File: config.mk
export PLATFORM = sky130hd
export DESIGN_NAME = nor_cmd_seq
export DESIGN_NICKNAME = d
export VERILOG_FILES = /design/src/rtl/nor_seq_pkg.sv /design/src/rtl/nor_poll_timer.sv /design/src/rtl/nor_blank_walk.sv /design/src/rtl/nor_cmd_seq.sv
export SDC_FILE = /design/constraint.sdc
export NUM_CORES = 1
export LEC_CHECK = 0
export BUFFER_PORTS_ARGS = -buffer_cell sky130_fd_sc_hd__buf_2
export CORE_ASPECT_RATIO = 0.9
export CORE_UTILIZATION = 50
export DETAILED_ROUTE_END_ITERATION = 12
export PLACE_DENSITY = 0.74
export SYNTH_ARGS = -nofsm -noshare
export SYNTH_HDL_FRONTEND = slang
export SYNTH_HIERARCHICAL = 1
export SYNTH_SLANG_ARGS = --single-unit
File: constraint.sdc
create_clock -name clk -period 7.3 [get_ports clk]
set_input_delay 0.73 -clock clk [delete_from_list [all_inputs] [get_ports clk]]
set_output_delay 0.73 -clock clk [all_outputs]
set_load 0.01 [all_outputs]
File: src/rtl/nor_seq_pkg.sv
package nor_seq_pkg;

    localparam int DW = 16;

    typedef enum logic [2:0] {
        OP_READID = 3'd0,
        OP_UNLOCK = 3'd1,
        OP_LOCK   = 3'd2,
        OP_ERASE  = 3'd3,
        OP_PROG   = 3'd4,
        OP_BLANK  = 3'd5
    } op_e;

    typedef enum logic [3:0] {
        S_IDLE, S_RST, S_CMD1, S_CMD2, S_PCMD, S_PRD, S_PCHK,
        S_CLR, S_IDRD, S_IDCAP, S_BRD, S_BCAP, S_FIN
    } st_e;

    localparam logic [DW-1:0] C_ARRAY   = 16'h00FF;
    localparam logic [DW-1:0] C_STATUS  = 16'h0070;
    localparam logic [DW-1:0] C_CLRST   = 16'h0050;
    localparam logic [DW-1:0] C_IDENT   = 16'h0090;
    localparam logic [DW-1:0] C_ERASE   = 16'h0020;
    localparam logic [DW-1:0] C_PROG    = 16'h0040;
    localparam logic [DW-1:0] C_LKSETUP = 16'h0060;
    localparam logic [DW-1:0] C_CONFIRM = 16'h00D0;
    localparam logic [DW-1:0] C_LKSET   = 16'h0001;
    localparam logic [DW-1:0] C_ERASED  = 16'hFFFF;

    localparam int RDY_BIT = 7;
    localparam int ERS_BIT = 5;
    localparam int PRG_BIT = 4;

    typedef struct packed {
        op_e           op;
        logic [DW-1:0] data;
    } req_t;

    function automatic logic op_known(input logic [2:0] code);
        return code <= 3'd5;
    endfunction

    function automatic logic [DW-1:0] first_cmd(input op_e op);
        case (op)
            OP_READID: return C_IDENT;
            OP_ERASE:  return C_ERASE;
            OP_PROG:   return C_PROG;
            default:   return C_LKSETUP;
        endcase
    endfunction

    function automatic logic [DW-1:0] second_cmd(input op_e op, input logic [DW-1:0] data);
        case (op)
            OP_PROG: return data;
            OP_LOCK: return C_LKSET;
            default: return C_CONFIRM;
        endcase
    endfunction

endpackage

File: src/rtl/nor_poll_timer.sv
module nor_poll_timer #(
    parameter int TW = 16
) (
    input  logic          clk,
    input  logic          rst,
    input  logic          restart,
    input  logic          tick,
    input  logic [TW-1:0] limit,
    output logic          expire
);
    logic [TW-1:0] cnt_q;

    always_ff @(posedge clk) begin
        if (rst || restart) cnt_q <= '0;
        else if (tick)      cnt_q <= cnt_q + TW'(1);
    end

    // true when the read now being judged is the limit-th not-ready one
    assign expire = ({1'b0, cnt_q} + (TW+1)'(1)) >= {1'b0, limit};
endmodule

File: src/rtl/nor_blank_walk.sv
module nor_blank_walk #(
    parameter int AW = 24
) (
    input  logic          clk,
    input  logic          rst,
    input  logic          load,
    input  logic [AW-1:0] start,
    input  logic [AW-1:0] count,
    input  logic          step,
    output logic [AW-1:0] cur_addr,
    output logic          last,
    output logic          empty
);
    logic [AW-1:0] addr_q, left_q;

    always_ff @(posedge clk) begin
        if (rst) begin
            addr_q <= '0;
            left_q <= '0;
        end else if (load) begin
            addr_q <= start;
            left_q <= count;
        end else if (step) begin
            addr_q <= addr_q + AW'(2);
            left_q <= left_q - AW'(1);
        end
    end

    assign cur_addr = addr_q;
    assign last     = (left_q == AW'(1));
    assign empty    = (left_q == '0);
endmodule

File: src/rtl/nor_cmd_seq.sv
module nor_cmd_seq
    import nor_seq_pkg::*;
#(
    parameter int AW = 24,
    parameter int TW = 16
) (
    input  logic          clk,
    input  logic          rst,
    input  logic          req_valid,
    input  logic [2:0]    req_op,
    input  logic [AW-1:0] req_addr,
    input  logic [DW-1:0] req_data,
    input  logic [AW-1:0] req_len,
    input  logic [TW-1:0] tmo_limit,
    input  logic          clr_err,
    output logic          busy,
    output logic          done,
    output logic          err_erase,
    output logic          err_prog,
    output logic          err_tmo,
    output logic          blank_ok,
    output logic [DW-1:0] id_mfr,
    output logic [DW-1:0] id_dev,
    output logic [DW-1:0] id_lock,
    output logic [AW-1:0] fl_addr,
    output logic [DW-1:0] fl_wdata,
    output logic          fl_we,
    output logic          fl_re,
    input  logic [DW-1:0] fl_rdata
);
    localparam int NID = 3;

    st_e           st_q;
    req_t          req_q;
    logic [AW-1:0] base_q;
    logic [TW-1:0] lim_q;
    logic [1:0]    idk_q;
    logic [DW-1:0] id_q [NID];

    logic          accept, ready, op_err, tick, expire;
    logic          walk_step, walk_last, walk_empty;
    logic [AW-1:0] walk_addr;
    logic          set_ers, set_prg;

    assign accept = (st_q == S_IDLE) && req_valid && op_known(req_op);
    assign ready  = fl_rdata[RDY_BIT];
    assign op_err = (req_q.op == OP_ERASE) ? fl_rdata[ERS_BIT] : fl_rdata[PRG_BIT];
    assign tick   = (st_q == S_PCHK) && !ready;
    assign walk_step = (st_q == S_BCAP) && (fl_rdata == C_ERASED) && !walk_last;
    assign set_ers = (st_q == S_PCHK) && ready && op_err && (req_q.op == OP_ERASE);
    assign set_prg = (st_q == S_PCHK) && ready && op_err && (req_q.op == OP_PROG);

    nor_poll_timer #(.TW(TW)) u_timer (
        .clk(clk), .rst(rst), .restart(st_q == S_CMD2), .tick(tick),
        .limit(lim_q), .expire(expire)
    );

    nor_blank_walk #(.AW(AW)) u_walk (
        .clk(clk), .rst(rst), .load(accept), .start(req_addr), .count(req_len),
        .step(walk_step), .cur_addr(walk_addr), .last(walk_last), .empty(walk_empty)
    );

    always_ff @(posedge clk) begin
        if (rst) begin
            st_q      <= S_IDLE;
            req_q     <= '{op: OP_READID, data: '0};
            base_q    <= '0;
            lim_q     <= '0;
            idk_q     <= '0;
            done      <= 1'b0;
            err_erase <= 1'b0;
            err_prog  <= 1'b0;
            err_tmo   <= 1'b0;
            blank_ok  <= 1'b0;
            for (int i = 0; i < NID; i++) id_q[i] <= '0;
        end else begin
            done      <= 1'b0;
            err_erase <= (err_erase && !clr_err) || set_ers;
            err_prog  <= (err_prog  && !clr_err) || set_prg;
            unique case (st_q)
                S_IDLE: if (accept) begin
                    req_q    <= '{op: op_e'(req_op), data: req_data};
                    base_q   <= req_addr;
                    lim_q    <= tmo_limit;
                    err_tmo  <= 1'b0;
                    blank_ok <= 1'b0;
                    st_q     <= S_RST;
                end
                S_RST: begin
                    if (req_q.op != OP_BLANK) st_q <= S_CMD1;
                    else if (walk_empty) begin
                        blank_ok <= 1'b1;
                        st_q     <= S_FIN;
                    end else st_q <= S_BRD;
                end
                S_CMD1: begin
                    idk_q <= '0;
                    st_q  <= (req_q.op == OP_READID) ? S_IDRD : S_CMD2;
                end
                S_CMD2: st_q <= (req_q.op == OP_ERASE || req_q.op == OP_PROG) ? S_PCMD : S_FIN;
                S_PCMD: st_q <= S_PRD;
                S_PRD:  st_q <= S_PCHK;
                S_PCHK: begin
                    if (ready)       st_q <= op_err ? S_CLR : S_FIN;
                    else if (expire) begin
                        err_tmo <= 1'b1;
                        st_q    <= S_FIN;
                    end else         st_q <= S_PCMD;
                end
                S_CLR:  st_q <= S_FIN;
                S_IDRD: st_q <= S_IDCAP;
                S_IDCAP: begin
                    id_q[idk_q] <= fl_rdata;
                    if (idk_q == 2'(NID - 1)) st_q <= S_FIN;
                    else begin
                        idk_q <= idk_q + 2'd1;
                        st_q  <= S_IDRD;
                    end
                end
                S_BRD:  st_q <= S_BCAP;
                S_BCAP: begin
                    if (fl_rdata != C_ERASED) st_q <= S_FIN;
                    else if (walk_last) begin
                        blank_ok <= 1'b1;
                        st_q     <= S_FIN;
                    end else st_q <= S_BRD;
                end
                S_FIN: begin
                    done <= 1'b1;
                    st_q <= S_IDLE;
                end
                default: st_q <= S_IDLE;
            endcase
        end
    end

    always_comb begin
        fl_we    = 1'b0;
        fl_re    = 1'b0;
        fl_addr  = base_q;
        fl_wdata = C_ARRAY;
        case (st_q)
            S_RST, S_FIN: fl_we = 1'b1;
            S_CMD1: begin fl_we = 1'b1; fl_wdata = first_cmd(req_q.op); end
            S_CMD2: begin fl_we = 1'b1; fl_wdata = second_cmd(req_q.op, req_q.data); end
            S_PCMD: begin fl_we = 1'b1; fl_wdata = C_STATUS; end
            S_CLR:  begin fl_we = 1'b1; fl_wdata = C_CLRST; end
            S_PRD:  fl_re = 1'b1;
            S_IDRD: begin fl_re = 1'b1; fl_addr = base_q + AW'({idk_q, 1'b0}); end
            S_BRD:  begin fl_re = 1'b1; fl_addr = walk_addr; end
            default: ;
        endcase
    end

    assign busy    = (st_q != S_IDLE);
    assign id_mfr  = id_q[0];
    assign id_dev  = id_q[1];
    assign id_lock = id_q[2];
endmodule

### Word level (Yosys, flattened, before mapping)

Memories as Yosys holds them, arrays and structs flattened.
Cells that the tools add are included.

| word-level totals | value |
|---|---|
| bits in writable memories | 48 |
| input bits | 103 |
| register bits | 134 |
| memories | 1 |

Memory list:

| memory | depth | width | rd ports | clocked after memory_dff | write ports | line | RTL |
|---|---|---|---|---|---|---|---|
| id_q | 3 | 16 | 3 | 0 | 3 | nor_cmd_seq.sv:38 | `logic [DW-1:0] id_q [NID];` |

| operators by class | value |
|---|---|
| multiplexer cells | 43 |
| reductions and logical operators | 33 |
| $lt $le $gt $ge | 2 |
| eq/ne operators | 28 |
| add/subtract/negate cells | 6 |

Operator list:

| kind | count |
|---|---|
| 24-bit 2-to-1 mux | 4 |
| 16-bit case mux with 4 select lines | 1 |
| 24-bit case mux with 2 select lines | 1 |
| 4-bit case mux with 12 select lines | 1 |
| 16-bit case mux with 2 select lines | 1 |
| 4-bit 2-to-1 mux | 7 |
| 24-bit by 2-bit adder with 24-bit output (second input constant) | 1 |
| 24-bit by 3-bit adder with 24-bit output | 1 |
| 24-bit by 1-bit == test with 1-bit output (second input constant) | 1 |
| 24-bit zero test | 1 |
| 8-bit case mux with 3 select lines | 1 |
| 24-bit by 1-bit subtractor with 24-bit output (second input constant) | 1 |
| 4-bit == test (second input constant) | 5 |
| 16-bit by 1-bit adder with 17-bit output (second input constant) | 1 |
| 17-bit by 16-bit greater-or-equal comparator with 1-bit output | 1 |
| 1-bit 2-to-1 mux | 17 |
| 16-bit by 1-bit adder with 16-bit output (second input constant) | 1 |
| 16-bit == test (second input constant) | 1 |
| 4-bit by 3-bit == test with 1-bit output (second input constant) | 4 |
| 16-bit 2-to-1 mux | 1 |
| 16-bit inequality test (second input constant) | 1 |
| 16-bit OR reduction | 1 |
| 2-bit inequality test (second input constant) | 7 |
| 3-bit 2-to-1 mux | 4 |
| other kinds (26) | 47 |

### Depth between registers and ports, before layout

| depth | value |
|---|---|
| depth in word-level cells | 6 |
| mapped depth | 14 |
| mapped depth without buffers | 13 |

### By module

The synthesis kept the hierarchy.

Modules (own cells, without submodules):

| module | area each (um2) | cells each | instances | sequential area each (um2) |
|---|---|---|---|---|
| nor_cmd_seq | 5,773.0 | 676 | 1 | 2,842.7 |
| nor_blank_walk | 2,812.7 | 343 | 1 | 960.9 |
| nor_poll_timer | 1,386.3 | 175 | 1 | 320.3 |

### Worst setup path after synthesis

No wires, ideal clock.

| timing | value |
|---|---|
| kind | in2reg |
| from | input port fl_rdata[14] |
| to | register u_walk.left_q[23] |
| library setup time | 118 ps |
| stages on the path | 9 |
| arrival | 2,952 ps |
| slack | 4,230 ps |
| path buffers | 1 |
| cells stage by stage | nand4_1 nor4_1 nand2_1 inv_1 buf_2 nor4b_4 nand4_1 or4b_2 o2111a_1 |

| on the way | value |
|---|---|
| longest elaborated chain between the ends | 4 |

Ends and longest elaborated chain:

| element | line | RTL |
|---|---|---|
| start, declared | nor_cmd_seq.sv:29 | `input logic [DW-1:0] fl_rdata` |
| 16-bit == test | nor_cmd_seq.sv:49 | `assign walk_step = (st_q == S_BCAP) && (fl_rdata == C_ERASED) && !walk_last;` |
| 1-bit logical AND (2 in series) | nor_cmd_seq.sv:49 |  |
| named net walk_step | nor_cmd_seq.sv:41 | `logic walk_step, walk_last, walk_empty;` |
| 2-bit nonzero test (no source line) | n/a |  |
| end signal, assigned | nor_blank_walk.sv:22 | `left_q <= count;` |
| end signal, assigned | nor_blank_walk.sv:25 | `left_q <= left_q - AW'(1);` |
| end, declared | nor_blank_walk.sv:14 | `logic [AW-1:0] addr_q, left_q;` |

The timed path passes the listed nets, and every way through them passes these cells.
A chain may end at the register's enable or synchronous reset.

### Final worst setup path

| timing | value |
|---|---|
| from | register st_q[3] |
| to | register u_walk.addr_q[20], in the netlist u_walk/cur_addr[20] |

| on the way | value |
|---|---|
| longest elaborated chain between the ends | 4 |

Ends and longest elaborated chain:

| element | line | RTL |
|---|---|---|
| start, declared | nor_cmd_seq.sv:33 | `st_e st_q;` |
| start signal, assigned | nor_cmd_seq.sv:98 | `st_q <= (req_q.op == OP_READID) ? S_IDRD : S_CMD2;` |
| start signal, assigned | nor_cmd_seq.sv:100 | `S_CMD2: st_q <= (req_q.op == OP_ERASE \|\| req_q.op == OP_PROG) ? S_PCMD : S_FIN;` |
| start signal, assigned | nor_cmd_seq.sv:104 | `if (ready) st_q <= op_err ? S_CLR : S_FIN;` |
| 4-bit == test | nor_cmd_seq.sv:49 |  |
| 1-bit logical AND (2 in series) | nor_cmd_seq.sv:49 |  |
| named net walk_step | nor_cmd_seq.sv:41 |  |
| 2-bit nonzero test (no source line) | n/a |  |
| end signal, assigned | nor_blank_walk.sv:21 | `addr_q <= start;` |
| end signal, assigned | nor_blank_walk.sv:24 | `addr_q <= addr_q + AW'(2);` |
| end, declared | nor_blank_walk.sv:14 |  |

The timed path passes the listed nets, and every way through them passes these cells.

==> impl_metrics.toml <==
[synthesis]
synthTopCellsByArea = "dfxtp_1 (27%), edfxtp_1 (14%), nand2_1 (6.9%)"
synth-async-reset-ratio = 0
synth_top_cell_by_area = "dfxtp_1"
synth_cell_types = 80
netlist_instances = 1194
yosysWarnings = 6
yosysSeqAreaShare = 0.4136
synth_ff_type = "dfxtp_1"
synth_top_cell_area_share = 0.2690
synth-edff-count = 48
netlist_area_um2 = 9972
synth_seq_cells = 182
avgSynthCellArea_um2 = 8.352
mappedNetlistNets = 1324

[worst_setup_path]
crit_fanout = 19
startpoint_type = "flip-flop"
crit_type = "reg2reg"
r2r_slack_ps = 3050
timing.rr.start = "st_q[3]"
cp_common_cell = "nand3_1"
crit_required_ps = 7660
reg2reg_depth = 9
cp_top_family = "simple AND/OR/NAND/NOR gates"
r2r-end = "u_walk/cur_addr[20]"
cp.depth = 9
endpoint_kind = "flip-flop"
worstPathArrival_ps = 4610
cp.buffers_inverters = 1
crit_chain = "nor2b_1 -> nand3_1 -> nor2_1 -> nand2_1 -> inv_1 -> nand3_1 -> or4_4 -> or4_1 -> a311oi_1"
cp_slowest_cell = "dfxtp_1"
max_stage_delay_ps = 640

[global_route]
antenna_found_initial = 0
grt_pass1_vias = 8412
grt_pass1_wl_um = 43380
track_usage = 0.2700
grt_max_degree = 78
grt_overflow = 0

[finish]
fin_nets = 1466
nFillCells = 1753
drive_gt1_frac = 0.1950
syn2layout_area_growth_pct = 16.32
antenna_cells = 0
multi_input_area_um2 = 5349
ff_latch_area_um2 = 4124
fin_cells = 1599

[floorplan]
coreArea_um2 = 19340
dieArea_um2 = 20510
placementRows = 48
ioPinCount = 199
fp.dieW_um = 150.9
start_util = 0.5157
die_h_um = 136.0

[pwr]
ir_drop_mv = 0.1629
power_density_nw_per_um2 = 217.0
p_total_mw = 2.518
power_leakage_nw = 4.782

[cts]
cts_sinks = 182
cts_tree = "done"
ctsResizeCount = 0
cts_setup_buffers = 0
insertion_delay_ps = 450
cts-htree-levels = 4
ctsRootBufferMaster = "clkbuf_16"
cts_buffers = 17
clk_path_buf_depth = 2
clk_pin_slew_ps = 80
hold_buffers = 0

[routing]
drt_pass1_iterations = 6
drt-total-wl_um = 27910
drtAntennaViolNets = 0
drt_iter0_markers = 902
dr_total_vias = 9417
vias_per_cell = 5.889
drc = 0
routedWlPerCell_um = 17.45

[placement]
io_buffers = 198
dp_slack_ps = 2926
dp_cells = 1567
dp_hpwl_um = 19190
routabilityCongestion = 0.8815

[timing]
worstMarginPinSlew_ps = 1153
fmaxAchievable_ghz = 0.2353
hold_viol = 0
skew_ps = 10.63
worst_slack_ps = 3049
relSlewSlack = 0.2312
fin_tns_setup_ps = 0
fin_crit_sh = 0.5823
period_needed_ps = 4251
slew_viol_final = 0
rsz0062_at_grt = "false"
setup_viol_count_final = 0

[worst_hold_path]
hold_path.class = "reg2reg"
hold_path_end = "req_q[12]"
min_path_cells = 2
min-delay-start = "req_q[12]"

[outcome]
outcome = "finished clean"

[job]
cap_violations = 0
==> worst max path at each step <==
stage                 start                  end  slack, ps
2_1_floorplan  fl_rdata[14]    u_walk/left_q[23]       4230
3_3_place_gp   fl_rdata[15]  u_walk/cur_addr[20]       3020
3_5_place_dp    fl_rdata[7]  u_walk/cur_addr[20]       2930
4_1_cts             st_q[3]  u_walk/cur_addr[20]       3120
5_1_grt             st_q[3]  u_walk/cur_addr[20]       2790
6_report            st_q[3]  u_walk/cur_addr[20]       3050
==> logic make-up (layout without fill, tap and decap cells) <==
| group | count (synthesis) | count (layout) | share of synthesized area |
|---|---|---|---|
| flip-flops | 182 | 182 | 0.4136 |
| AND/OR/NAND/NOR | 553 | 553 | 0.2882 |
| adder cells (fa/ha/maj) | 27 | 27 | 0.03463 |
| XOR/XNOR | 50 | 50 | 0.04391 |
| buffers and inverters | 124 | 279 | 0.05057 |
| AO/OA/AOI/OAI | 245 | 245 | 0.1557 |
| multiplexers | 13 | 13 | 0.01343 |
==> through the flow <==
step           area, µm²  utilization  hold slack, ps
5_1_grt            11600       0.5998           476.8
6_report           11600       0.5998           451.9
3_5_place_dp       10990       0.5681           441.8
2_1_floorplan       9972            -           431.9
4_1_cts            11600       0.5998           452.2
3_3_place_gp       10990       0.5681           438.7
==> layer usage <==
layer  global-route usage  wire length, µm
met3              0.03926             1996
met1               0.3770            12180
met4               0.1033              698
met5                    0                0
met2               0.4202            13030
==> worst reg2reg max path: stages, from the launching register on <==
cell	delay, ps
dfxtp_1	640
nor2b_1	560
nand3_1	200
nor2_1	230
nand2_1	130
inv_1	570
nand3_1	460
or4_4	630
or4_1	510
a311oi_1	250
==> state kept, by name (all words and copies together), names as in the netlist, 4 cells and up <==
| signal | cells |
|---|---|
| u_timer/cnt_q | 16 |
| req_q | 19 |
| st_q | 4 |
| u_walk/left_q | 24 |
| lim_q | 16 |
| id_q | 48 |
| base_q | 24 |
| u_walk/cur_addr | 24 |
==> cells in the mapped netlist, types with 5 or more instances <==
cell type	n
and3_1	67
a21oi_1	105
ha_1	26
nand4_1	35
dfxtp_1	134
buf_2	16
nor2b_1	8
nand3_1	41
xor2_1	27
a311oi_1	12
nand2b_1	12
o31ai_1	6
nor3_1	25
a21o_1	5
edfxtp_1	48
inv_1	41
buf_1	9
or3_1	9
and4_1	9
nand2_1	184
xnor2_1	23
o22ai_1	11
a211oi_1	15
or4_1	10
nand3b_1	5
o21ai_0	34
clkbuf_1	52
nor4_1	16
nor2_1	97
o211ai_1	7
mux2i_1	12
a2111oi_0	5
==> cells in the final DEF, fill, tap and decap left out, drive strengths merged, types with 4 or more instances in the layout <==
cell type / instances
or4: 11
and3: 67
mux2i: 13
xor2: 27
buf: 204
o311ai: 5
nand2: 184
a21oi: 105
nor4: 18
a21o: 5
and4: 10
nor3: 26
nand3b: 5
nand4: 39
inv: 49
edfxtp: 48
o211ai: 7
nor2b: 8
or3: 11
nand2b: 12
o22ai: 11
nor3b: 4
a22oi: 4
a2111oi: 5
xnor2: 23
o21ai: 36
ha: 26
a311oi: 12
a21boi: 4
clkbuf: 17
a31oi: 4
dfxtp: 134
a211oi: 15
nor2: 98
o31ai: 6
clkinv: 9
and2: 4
nand3: 42
==> final cells by class <==
class	count	area share
Clock buffer	17	0.03667
Clock inverter	15	0.01629
Inverter	43	0.01391
Multi-Input combinational cell	888	0.4611
Sequential cell	182	0.3555
Tap cell	250	0.02697
Timing Repair Buffer	204	0.08953
==> power by group <==
part / switching (mW) / internal [mW] / total (mW)
Sequential: 0.0846 / 1.10 / 1.19
Combinational: 0.241 / 0.149 / 0.390
Clock: 0.473 / 0.467 / 0.940
Power figures use the tool's default switching activity.
